## config.mk

```make
export PLATFORM = sky130hd
export DESIGN_NAME = sram_async_ctrl
export DESIGN_NICKNAME = d
export VERILOG_FILES = /design/src/rtl/sram_async_ctrl.sv
export SDC_FILE = /design/constraint.sdc
export NUM_CORES = 1
export LEC_CHECK = 0
export CELL_PAD_IN_SITES_DETAIL_PLACEMENT = 1
export CELL_PAD_IN_SITES_GLOBAL_PLACEMENT = 1
export CORE_ASPECT_RATIO = 0.9
export CORE_MARGIN = 5
export CORE_UTILIZATION = 32
export DETAILED_ROUTE_END_ITERATION = 10
export PLACE_DENSITY = 0.85
export SLEW_MARGIN = 5
export SYNTH_ARGS = -nofsm -noshare
export SYNTH_HDL_FRONTEND = slang
export SYNTH_SLANG_ARGS = --single-unit
```

## constraint.sdc

```tcl
create_clock -name clk -period 3.54 [get_ports clk]
set_input_delay 0.354 -clock clk [delete_from_list [all_inputs] [get_ports clk]]
set_output_delay 0.354 -clock clk [all_outputs]
set_load 0.05 [all_outputs]
```

## src/rtl/sram_async_ctrl.sv

```systemverilog
`timescale 1ns/1ps
module sram_async_ctrl #(
  parameter int ADDR_W        = 20,
  parameter int CLK_PERIOD_NS = 5,
  parameter int T_WP_NS       = 50,
  parameter int T_DS_NS       = 30,
  parameter int T_AA_NS       = 70,
  parameter int T_OE_NS       = 50,
  parameter int T_RC_NS       = 70,
  parameter int T_FLOAT_NS    = 30
) (
  input  logic              clk,
  input  logic              rst_n,
  input  logic              req_valid,
  output logic              req_ready,
  input  logic [ADDR_W-1:0] req_addr,
  input  logic              req_write,
  input  logic [1:0]        req_be,
  input  logic [15:0]       req_wdata,
  output logic              rd_valid,
  output logic [15:0]       rd_data,
  output logic              wr_done,
  output logic [ADDR_W-1:0] mem_addr,
  output logic              mem_ce1_n,
  output logic              mem_ce2,
  output logic              mem_we_n,
  output logic              mem_oe_n,
  output logic              mem_lb_n,
  output logic              mem_ub_n,
  output logic [15:0]       mem_dq_out,
  output logic              mem_dq_oe,
  input  logic [15:0]       mem_dq_in
);
  localparam int C_WP  = (T_WP_NS + CLK_PERIOD_NS - 1) / CLK_PERIOD_NS;
  localparam int C_DS  = (T_DS_NS + CLK_PERIOD_NS - 1) / CLK_PERIOD_NS;
  localparam int C_AA  = (T_AA_NS + CLK_PERIOD_NS - 1) / CLK_PERIOD_NS;
  localparam int C_OE  = (T_OE_NS + CLK_PERIOD_NS - 1) / CLK_PERIOD_NS;
  localparam int C_RC  = (T_RC_NS + CLK_PERIOD_NS - 1) / CLK_PERIOD_NS;
  localparam int C_FL  = (T_FLOAT_NS + CLK_PERIOD_NS - 1) / CLK_PERIOD_NS;
  localparam int WR_LEN   = (C_WP > C_DS) ? C_WP : C_DS;
  localparam int WREC_LEN = (C_RC > WR_LEN) ? C_RC - WR_LEN : 1;
  localparam int RD_A     = (C_AA > C_RC) ? C_AA : C_RC;
  localparam int RD_LEN   = (RD_A > C_OE) ? RD_A : C_OE;
  localparam int TA_LEN   = (C_FL > 1) ? C_FL : 1;
  localparam int MAX_A    = (WR_LEN > RD_LEN) ? WR_LEN : RD_LEN;
  localparam int MAX_B    = (WREC_LEN > TA_LEN) ? WREC_LEN : TA_LEN;
  localparam int MAX_LEN  = (MAX_A > MAX_B) ? MAX_A : MAX_B;
  localparam int CW       = $clog2(MAX_LEN + 1);

  typedef enum logic [2:0] {S_IDLE, S_WR, S_WREC, S_RD, S_RREC} state_t;

  state_t          state, nxt;
  logic [CW-1:0]   cnt, nxt_len;
  logic [1:0]      be_q, nxt_be;
  logic            acc;
  wire             last = (cnt == '0);

  assign req_ready = (state == S_IDLE);
  assign nxt_be    = (state == S_IDLE) ? req_be : be_q;
  assign acc       = (nxt == S_WR) || (nxt == S_RD);

  always_comb begin
    nxt = state;
    case (state)
      S_IDLE:  if (req_valid) nxt = req_write ? S_WR : S_RD;
      S_WR:    if (last) nxt = S_WREC;
      S_WREC:  if (last) nxt = S_IDLE;
      S_RD:    if (last) nxt = S_RREC;
      S_RREC:  if (last) nxt = S_IDLE;
      default: nxt = S_IDLE;
    endcase
    case (nxt)
      S_WR:    nxt_len = CW'(WR_LEN - 1);
      S_WREC:  nxt_len = CW'(WREC_LEN - 1);
      S_RD:    nxt_len = CW'(RD_LEN - 1);
      S_RREC:  nxt_len = CW'(TA_LEN - 1);
      default: nxt_len = '0;
    endcase
  end

  always_ff @(posedge clk) begin
    if (!rst_n) begin
      state      <= S_IDLE;
      cnt        <= '0;
      be_q       <= '0;
      rd_valid   <= 1'b0;
      rd_data    <= '0;
      wr_done    <= 1'b0;
      mem_addr   <= '0;
      mem_dq_out <= '0;
      mem_ce1_n  <= 1'b1;
      mem_ce2    <= 1'b0;
      mem_we_n   <= 1'b1;
      mem_oe_n   <= 1'b1;
      mem_lb_n   <= 1'b1;
      mem_ub_n   <= 1'b1;
      mem_dq_oe  <= 1'b0;
    end else begin
      state    <= nxt;
      rd_valid <= 1'b0;
      wr_done  <= 1'b0;
      if (state != nxt)    cnt <= nxt_len;
      else if (!last)      cnt <= cnt - 1'b1;
      if (state == S_IDLE && req_valid) begin
        mem_addr   <= req_addr;
        mem_dq_out <= req_wdata;
        be_q       <= req_be;
      end
      if (state == S_RD && last) begin
        rd_data  <= mem_dq_in & {{8{be_q[1]}}, {8{be_q[0]}}};
        rd_valid <= 1'b1;
      end
      if (state == S_WREC && last) wr_done <= 1'b1;
      mem_ce1_n <= !acc;
      mem_ce2   <= acc;
      mem_we_n  <= (nxt != S_WR);
      mem_oe_n  <= (nxt != S_RD);
      mem_lb_n  <= !(acc && nxt_be[0]);
      mem_ub_n  <= !(acc && nxt_be[1]);
      mem_dq_oe <= (nxt == S_WR) || (nxt == S_WREC);
    end
  end

  logic [CW:0] we_run;
  always_ff @(posedge clk) begin
    if (!rst_n)        we_run <= '0;
    else if (mem_we_n) we_run <= '0;
    else               we_run <= we_run + 1'b1;
  end

  AST_NO_CONTENTION: assert property (@(posedge clk) disable iff (!rst_n)
    !mem_oe_n |-> !mem_dq_oe);
  AST_ADDR_HOLD: assert property (@(posedge clk) disable iff (!rst_n)
    (!mem_we_n && $past(!mem_we_n)) |-> $stable(mem_addr));
  AST_WE_WIDTH: assert property (@(posedge clk) disable iff (!rst_n)
    $rose(mem_we_n) |-> (we_run >= (CW+1)'(WR_LEN)));
  AST_RD_PULSE: assert property (@(posedge clk) disable iff (!rst_n)
    rd_valid |=> !rd_valid);
  AST_DONE_PULSE: assert property (@(posedge clk) disable iff (!rst_n)
    wr_done |=> !wr_done);
  AST_IDLE_PINS: assert property (@(posedge clk) disable iff (!rst_n)
    req_ready |-> (mem_ce1_n && !mem_ce2 && mem_we_n && mem_oe_n));
endmodule

```

==> flow_metrics.py, run 1 <==
metrics = {
    "clocking": {
        "cts-root-buf": "clkbuf_8",
        "cts_tree": "yes",
        "path_clk_slew_ns": 0.08,
        "cts_made_buffers": 9,
        "insertion_delay_ns": 0.34,
        "ctsHoldBuffers": 0,
        "clockBufferDepth": 2,
        "cts_resized": 0,
        "post_cts_buffers": 0,
        "cts.sinks": 70,
        "htreeDepth": 3,
    },
    "logic_synthesis": {
        "yosys.area_share.simple_pct": 19.1,
        "synth_compound_area_share_pct": 20.5,
        "synth_warnings": 0,
        "synth_area_per_cell_um2": 9.35,
        "synth-edff-count": 0,
        "synth_top_family_by_area": "compound AO/OA/AOI/OAI gates",
        "synth_top_area_share_pct": 52.0,
        "yosysMostFrequentCell": "nand2_1",
        "synthTopCellsByCount": "nand2_1, dfxtp_1, a21boi_1",
        "synth_flop_cell": "dfxtp_1",
        "synth_area_leaders": "dfxtp_1, nand2_1, a21boi_1",
        "synthesis.nets": 347,
        "async_reset_ff_share_pct": 0,
        "synth_area_leader_cell": "dfxtp_1",
        "yosysSeqAreaShare_pct": 52.0,
        "synth_adder_area_share_pct": 0.465,
        "synth_xor_area_share_pct": 0,
        "synthCells": 288,
        "yosysUniqueCellTypes": 40,
        "synthesis.area_um2": 2690,
        "synthMuxAreaShare_pct": 1.63,
        "synth_seq_cells": 70,
    },
    "drt": {
        "routed_wl_mm": 8.00,
        "dr.pass1.iters": 4,
        "avgRoutedWirePerCell_um": 15.8,
        "route.detailed.drc": 0,
        "first_iter_violations": 127,
        "antenna_left": 0,
        "vias_per_cell": 4.88,
        "via_count": 2462,
    },
    "place": {
        "dpl.hpwl_mm": 5.95,
        "place.gp.congestion": 0.724,
        "portBuffers": 119,
    },
    "sta": {
        "hold_viol_final": 0,
        "maxSlewHeadroom_pct": 47.2,
        "max_clock_freq_ghz": 0.400,
        "slew_viol_final": 0,
        "setup_viol": 0,
        "whs_ns": 0.457,
        "rsz0062_at_grt": "false",
        "period_share_pct": 70.6,
        "fin_skew_ns": 0.0130,
        "period_needed_ns": 2.50,
        "tns_ns": 0,
        "worst_pin_slew_ns": 0.789,
    },
    "grt": {
        "grt.met1_usage_pct": 18.8,
        "grt_pass1_wl_mm": 13.1,
        "grtUsageTotal_pct": 15.5,
        "antenna_found_initial": 0,
        "grt_max_degree": 39,
        "grt-ovfl-total": 0,
        "met3_usage_pct": 7.66,
        "busiest_layer": "met2",
        "grt_pass1_vias": 2604,
        "grtUsageMet2_pct": 25.2,
    },
    "floorplanning": {
        "rows": 31,
        "die_h_um": 97.0,
        "dieArea_um2": 10400,
        "ioPinCount": 120,
        "start_util_pct": 33.1,
        "fp.dieW_um": 107,
        "core_um2": 8150,
    },
    "final_layout": {
        "diodes": 0,
        "area_growth_pct": 50.8,
        "nets": 460,
        "drive_gt1_share_pct": 7.14,
    },
    "power": {
        "power.density_nw_per_um2": 560,
        "power.leakage_nw": 1.53,
        "ir_drop_v": 0.000251,
    },
    "worst_setup_path": {
        "cp_data_required_time_ns": 3.19,
        "cp.arrival_ns": 2.14,
        "critical_path_peak_fanout": 14,
        "endpoint_kind": "primary output",
        "startpoint_type": "flop",
        "critPathKind": "flop to primary output",
    },
    "min_path": {
        "hp-class": "flop to flop",
    },
    "status": {
        "status": "complete, no violations",
    },
    "run": {
        "max-cap-violations": 0,
    },
}
-- area by class of cell --
| class | instances | area [µm²] |
|---|---|---|
| fillers | 935 | 4080 |
| flip-flops and latches | 70 | 1400 |
| repair buffers | 123 | 1220 |
| multi-input cells | 191 | 1120 |
| clock buffers | 9 | 124 |
| well taps | 99 | 124 |
| clock inverters | 7 | 47.5 |
| inverters | 6 | 22.5 |
-- critical path, stage by stage, from the launching register on --
cell	delay, ns
dfxtp_1	0.47
nor3_1	0.45
clkdlybuf4s50_1	0.90
-- final timing paths --
check | start | to | slack [ns] | cells after the start
max reg2reg | cnt[0] | rd_data[1] | 1.61 | 6
min reg2reg | mem_dq_out[2] | mem_dq_out[2] | 0.46 | 2
min | mem_dq_out[2] | mem_dq_out[2] | 0.46 | 2
max | state[2] | req_ready | 1.04 | 2
-- sequential cells by signal, indices dropped and copies added (netlist names), 2 cells and up --
name / cells
be_q: 2
cnt: 4
mem_addr: 20
mem_dq_out: 16
rd_data: 16
state: 3
-- cells in the final DEF, fill, tap and decap left out, types with 4 or more instances in the layout --
master,count
a21boi_1,38
a21oi_1,4
a22o_1,16
buf_4,4
clkbuf_8,9
clkdlybuf4s50_1,119
dfxtp_1,70
inv_1,6
nand2_1,83
-- layer usage --
metal | wire (µm) | vias to the layer above
met5 | 0 | -
met4 | 38 | 0
met3 | 790 | 6
met2 | 3680 | 96
met1 | 3490 | 1162
li1 | - | 1198
-- per-stage QoR --
step | total power, mW | area, µm² | setup WS (ns) | std cells | utilization, %
6_report | 2.28 | 4060 | 1.04 | 505 | 49.9
2_1_floorplan | 1.47 | 2690 | 1.26 | 288 | -
3_5_place_dp | 1.73 | 3890 | 1.05 | 489 | 47.8
4_1_cts | 2.31 | 4060 | 1.01 | 505 | 49.9
5_1_grt | 2.41 | 4060 | 0.894 | 505 | 49.9
3_3_place_gp | 1.71 | 3890 | 1.13 | 489 | 47.8
-- power by group --
part | internal [mW] | leakage (nW) | switching, mW | total [mW]
Clock | 0.255 | 0.0858 | 0.314 | 0.570
Combinational | 0.298 | 0.870 | 0.475 | 0.772
Sequential | 0.871 | 0.572 | 0.0627 | 0.934
-- cells by family after synthesis --
| kind of cell | count (synthesis) |
|---|---|
| simple gates | 113 |
| buf+inv | 27 |
| compound gates | 73 |
| mux | 4 |
| flops | 70 |
| fa+ha+maj | 1 |
Note: power is estimated with default switching activity, not from simulation.
==> run 2: changes to the inputs <==
--- a/config.mk
+++ b/config.mk
@@ -9,9 +9,9 @@
 export CELL_PAD_IN_SITES_GLOBAL_PLACEMENT = 1
 export CORE_ASPECT_RATIO = 0.9
 export CORE_MARGIN = 5
-export CORE_UTILIZATION = 32
+export CORE_UTILIZATION = 27
 export DETAILED_ROUTE_END_ITERATION = 10
-export PLACE_DENSITY = 0.85
+export PLACE_DENSITY = 0.76
 export SLEW_MARGIN = 5
 export SYNTH_ARGS = -nofsm -noshare
 export SYNTH_HDL_FRONTEND = slang
==> constraint.sdc (replaced) <==
create_clock -name clk -period 2.02 [get_ports clk]
set_input_delay 0.202 -clock clk [delete_from_list [all_inputs] [get_ports clk]]
set_output_delay 0.202 -clock clk [all_outputs]
set_load 0.05 [all_outputs]
==> run 2 against run 1 <==
- core utilization fell by 6.9 points
- combinational power up 77%
- power increased by 84%
- clock-buffer cell count rose by 1
- clock power increased by 110%
- register-to-register slack worse by 1.4 ns
- global-route usage decreased by 1.8 points
- non-clock buffer count rose by 2
- worst hold slack got worse by 0.065 ns
- design area grew 2.5%
- via count fell by 0.28%
- worst setup slack lost 0.86 ns
- critical path type is now flop to flop
- largest cell class unchanged
- highest routed layer unchanged
==> flow_metrics.py, run 2 (synthesized netlist as in run 1, its figures left out) <==
metrics = {
    "final_layout": {
        "drive_gt1_share_pct": 8.58,
        "reg.largest.list": "mem_addr (20), mem_dq_out (16), rd_data (16)",
        "final_cells": 534,
        "final_cell_mix": "clkdlybuf4s50_1, nand2_1, dfxtp_1",
        "largest_reg_flops": 20,
        "top_register": "mem_addr",
        "nets": 462,
        "utilization_pct": 42.9,
        "final_common_cell": "clkdlybuf4s50_1",
        "design_area_um2": 4160,
        "diodes": 0,
        "area_growth_pct": 54.6,
    },
    "clocking": {
        "cts.sinks": 70,
        "path_clk_slew_ns": 0.08,
        "cts_resized": 0,
        "cts_tree": "yes",
        "cts-root-buf": "clkbuf_8",
        "post_cts_buffers": 0,
        "clockBufferDepth": 2,
        "ctsHoldBuffers": 0,
        "cts_made_buffers": 9,
        "htreeDepth": 3,
        "insertion_delay_ns": 0.35,
    },
    "grt": {
        "grt_pass1_wl_mm": 13.3,
        "grtUsageTotal_pct": 13.8,
        "antenna_found_initial": 0,
        "grt-ovfl-total": 0,
        "grt_max_degree": 41,
        "grt_pass1_vias": 2603,
    },
    "worst_setup_path": {
        "r2r_cells": 6,
        "crit_chain": "inv_1 > ha_1 > or3b_4 > nor3_2 > and3_2 > a22o_1",
        "startpoint_type": "flop",
        "critical_path_peak_fanout": 12,
        "slowest_stage": "or3b_4",
        "r2r-start": "cnt[1]",
        "critPathKind": "flop to flop",
        "endpoint_kind": "flop",
        "cp.arrival_ns": 2.13,
        "timing.rr.end": "rd_data[2]",
        "max_stage_delay_ns": 0.48,
        "cp_data_required_time_ns": 2.31,
        "reg2reg_slack_ns": 0.18,
    },
    "sta": {
        "setup_slack_ns": 0.179,
        "period_needed_ns": 1.84,
        "period_share_pct": 91.1,
        "slew_viol_final": 0,
        "tns_ns": 0,
        "hold_viol_final": 0,
        "maxSlewHeadroom_pct": 61.7,
        "fin_skew_ns": 0.0124,
        "whs_ns": 0.393,
        "setup_viol": 0,
        "rsz0062_at_grt": "false",
        "max_clock_freq_ghz": 0.543,
        "worst_pin_slew_ns": 0.574,
    },
    "power": {
        "power.density_nw_per_um2": 1010,
        "ir_drop_v": 0.000357,
        "finalPower_mw": 4.19,
        "power.leakage_nw": 1.56,
    },
    "floorplanning": {
        "ioPinCount": 120,
        "die_h_um": 105,
        "rows": 34,
        "fp.dieW_um": 115,
        "dieArea_um2": 12100,
        "start_util_pct": 27.8,
        "core_um2": 9700,
    },
    "drt": {
        "first_iter_violations": 87,
        "dr.pass1.iters": 4,
        "avgRoutedWirePerCell_um": 15.4,
        "route.detailed.drc": 0,
        "via_count": 2455,
        "antenna_left": 0,
        "vias_per_cell": 4.60,
        "routed_wl_mm": 8.25,
    },
    "place": {
        "place_ws_ns": 0.0997,
        "place.gp.congestion": 0.801,
        "place_inst": 518,
        "place_area_um2": 3950,
        "portBuffers": 119,
        "dpl.hpwl_mm": 5.98,
    },
    "min_path": {
        "whs_endpoint": "mem_addr[5]",
        "worstHoldStart": "req_addr[5]",
        "worstHoldPathCells": 3,
        "hp-class": "input port to flop",
    },
    "status": {
        "status": "complete, no violations",
    },
    "run": {
        "max-cap-violations": 0,
    },
}
==> run 2: layer usage <==
layer	track usage, %	part of all wire [%]	up-vias
met3	7.75	10	5
met1	15.6	43	1159
met5	0	0	-
met2	22.6	46	91
met4	2.93	0.52	0
li1	-	-	1200
==> run 2: worst max-delay path by stage <==
stage                  end  depth (start not counted)     start  slack [ns]
2_1_floorplan     mem_lb_n                          4  state[0]        0.25
3_3_place_gp   rd_data[12]                          6    cnt[0]        0.21
3_5_place_dp    rd_data[2]                          6    cnt[1]         0.1
4_1_cts         rd_data[2]                          6    cnt[1]        0.08
5_1_grt         rd_data[2]                          6    cnt[0]        0.06
6_report        rd_data[2]                          6    cnt[1]        0.18
==> run 2: critical path: cells and delay by family, from the launching register on <==
| family | cells | cell delay (ns) |
|---|---|---|
| buf+inv | 1 | 0.07 |
| fa+ha+maj | 1 | 0.21 |
| flops | 1 | 0.33 |
| compound gates | 1 | 0.15 |
| simple gates | 3 | 1.01 |
==> run 2: layout make-up <==
class	instances	area [µm²]
multi-input cells	191	1130
well taps	126	158
fillers	1147	5540
clock inverters	6	68.8
repair buffers	125	1250
flip-flops and latches	70	1400
inverters	6	22.5
clock buffers	10	138
==> run 2: report_power, final <==
part	internal [mW]	switching, mW
combinational	0.532	0.842
sequential	1.53	0.113
clock	0.613	0.564
total	2.67	1.52
==> run 3: changes to the inputs <==
--- a/config.mk
+++ b/config.mk
@@ -10,8 +10,10 @@
 export CORE_ASPECT_RATIO = 0.9
 export CORE_MARGIN = 5
 export CORE_UTILIZATION = 27
+export CTS_CLUSTER_SIZE = 30
 export DETAILED_ROUTE_END_ITERATION = 10
 export PLACE_DENSITY = 0.76
+export RECOVER_POWER = 50
 export SLEW_MARGIN = 5
 export SYNTH_ARGS = -nofsm -noshare
 export SYNTH_HDL_FRONTEND = slang
==> run 3 against run 2 <==
- routed wire length is 0.55% lower
- fmax rose by 0.44%
- power decreased by 1.1%
- die area did not move
- sequential power barely moved
- worst setup slack better by 0.0080 ns
==> flow_metrics.py, run 3 (synthesized netlist as in run 1, its figures left out) <==
metrics = {
    "status": {
        "status": "complete, no violations",
    },
    "worst_setup_path": {
        "slowest_stage": "or3b_4",
        "cp.arrival_ns": 2.12,
        "crit_chain": "inv_1 > ha_1 > or3b_4 > nor3_2 > and3_2 > a22o_1",
        "cp_data_required_time_ns": 2.30,
        "max_stage_delay_ns": 0.48,
        "endpoint_kind": "flop",
        "critPathKind": "flop to flop",
        "startpoint_type": "flop",
        "critical_path_peak_fanout": 12,
    },
    "clocking": {
        "cts-root-buf": "clkbuf_8",
        "insertion_delay_ns": 0.35,
        "cts_tree": "yes",
        "htreeDepth": 3,
        "path_clk_slew_ns": 0.08,
        "clockBufferDepth": 2,
        "cts.sinks": 70,
        "post_cts_buffers": 0,
        "cts_made_buffers": 9,
    },
    "sta": {
        "tns_ns": 0,
        "period_share_pct": 90.7,
        "setup_viol": 0,
        "slew_viol_final": 0,
        "period_needed_ns": 1.83,
        "worst_pin_slew_ns": 0.577,
        "fin_skew_ns": 0.0125,
        "whs_ns": 0.396,
        "rsz0062_at_grt": "false",
        "setup_slack_ns": 0.187,
        "maxSlewHeadroom_pct": 61.5,
        "hold_viol_final": 0,
        "max_clock_freq_ghz": 0.546,
    },
    "drt": {
        "first_iter_violations": 89,
        "via_count": 2447,
        "avgRoutedWirePerCell_um": 15.4,
        "dr.pass1.iters": 4,
        "routed_wl_mm": 8.20,
        "antenna_left": 0,
        "vias_per_cell": 4.58,
        "route.detailed.drc": 0,
    },
    "power": {
        "ir_drop_v": 0.000354,
        "power_switching_mw": 1.51,
        "sequentialPowerShare_pct": 39.4,
        "power.leakage_nw": 1.60,
        "p_clk_share_pct": 28.4,
        "power.density_nw_per_um2": 998,
        "power.internal_mw": 2.64,
        "finalPower_mw": 4.15,
        "p_comb_share_pct": 32.2,
        "swShare_pct": 36.3,
    },
    "floorplanning": {
        "core_um2": 9700,
        "fp.dieW_um": 115,
        "ioPinCount": 120,
        "die_h_um": 105,
        "rows": 34,
        "dieArea_um2": 12100,
        "start_util_pct": 27.8,
    },
    "final_layout": {
        "final_cells": 534,
        "nets": 462,
        "drive_gt1_share_pct": 8.09,
        "top_register": "mem_addr",
        "final_cell_mix": "clkdlybuf4s50_1, nand2_1, dfxtp_1",
        "diodes": 0,
        "area_growth_pct": 54.2,
        "largest_reg_flops": 20,
        "reg.largest.list": "mem_addr (20), mem_dq_out (16), rd_data (16)",
        "final_common_cell": "clkdlybuf4s50_1",
    },
    "grt": {
        "antenna_found_initial": 0,
        "grt_max_degree": 41,
        "busiest_layer": "met2",
        "grtUsageTotal_pct": 13.8,
        "grt-ovfl-total": 0,
        "grt_pass1_wl_mm": 13.3,
        "grt.met1_usage_pct": 15.6,
        "grtUsageMet2_pct": 22.6,
        "grt_pass1_vias": 2603,
        "met3_usage_pct": 7.75,
    },
    "place": {
        "place_inst": 518,
        "portBuffers": 119,
        "dpl.hpwl_mm": 5.98,
        "place_ws_ns": 0.0997,
        "place.gp.congestion": 0.801,
    },
    "min_path": {
        "hp-class": "input port to flop",
    },
    "run": {
        "max-cap-violations": 0,
    },
}
## run 3: final cells by class
class,instances,area [µm²]
fill,1147,5550
sequential,70,1400
timing repair buffer,125,1250
multi-input combinational,191,1120
tap,126,158
clock buffer,10,138
clock inverter,6,68.8
inverter,6,22.5
## run 3: final timing paths
path	start	to	slack [ns]	cells past startpoint
max	cnt[1]	rd_data[2]	0.19	6
min	req_addr[0]	mem_addr[0]	0.40	3
max reg2reg	cnt[1]	rd_data[2]	0.19	6
min reg2reg	mem_dq_out[10]	mem_dq_out[10]	0.45	2
## run 3: power by group through the flow
| stage | Combinational, mW | Clock (mW) | Sequential, mW |
|---|---|---|---|
| 2_1_floorplan | 0.586 | 0 | 2.00 |
| 3_3_place_gp | 1.36 | 0 | 1.66 |
| 3_5_place_dp | 1.38 | 0 | 1.67 |
| 4_1_cts | 1.39 | 1.23 | 1.64 |
| 5_1_grt | 1.44 | 1.30 | 1.66 |
| 6_report | 1.33 | 1.18 | 1.64 |
## run 3: per-stage QoR
| step | utilization (%) | cell area (µm²) |
|---|---|---|
| CTS | 42.9 | 4160 |
| global placement | 40.8 | 3950 |
| finish | 42.8 | 4150 |
| floorplan | - | 2700 |
| detailed placement | 40.8 | 3950 |
| global route | 42.8 | 4150 |
## run 3: per-layer routing
metal | wire length, µm | up-vias
met2 | 3820 | 95
li1 | - | 1202
met3 | 836 | 4
met5 | 0 | -
met1 | 3520 | 1146
met4 | 21 | 0
## run 3: timing repair
item | 4_1_cts | 5_1_grt
endpoints found under the setup margin | 0 | 12
gates resized for setup | 0 | 2
hold buffers | 0 | 0
endpoints found under the hold margin | 0 | 0
## run 3: critical path: cells and delay by family (launching register included)
family / cells / cell delay [ns]
AO/OA/AOI/OAI: 1 / 0.15
adder cells (fa/ha/maj): 1 / 0.21
buffers and inverters: 1 / 0.07
flip-flops: 1 / 0.33
AND/OR/NAND/NOR: 3 / 1.01
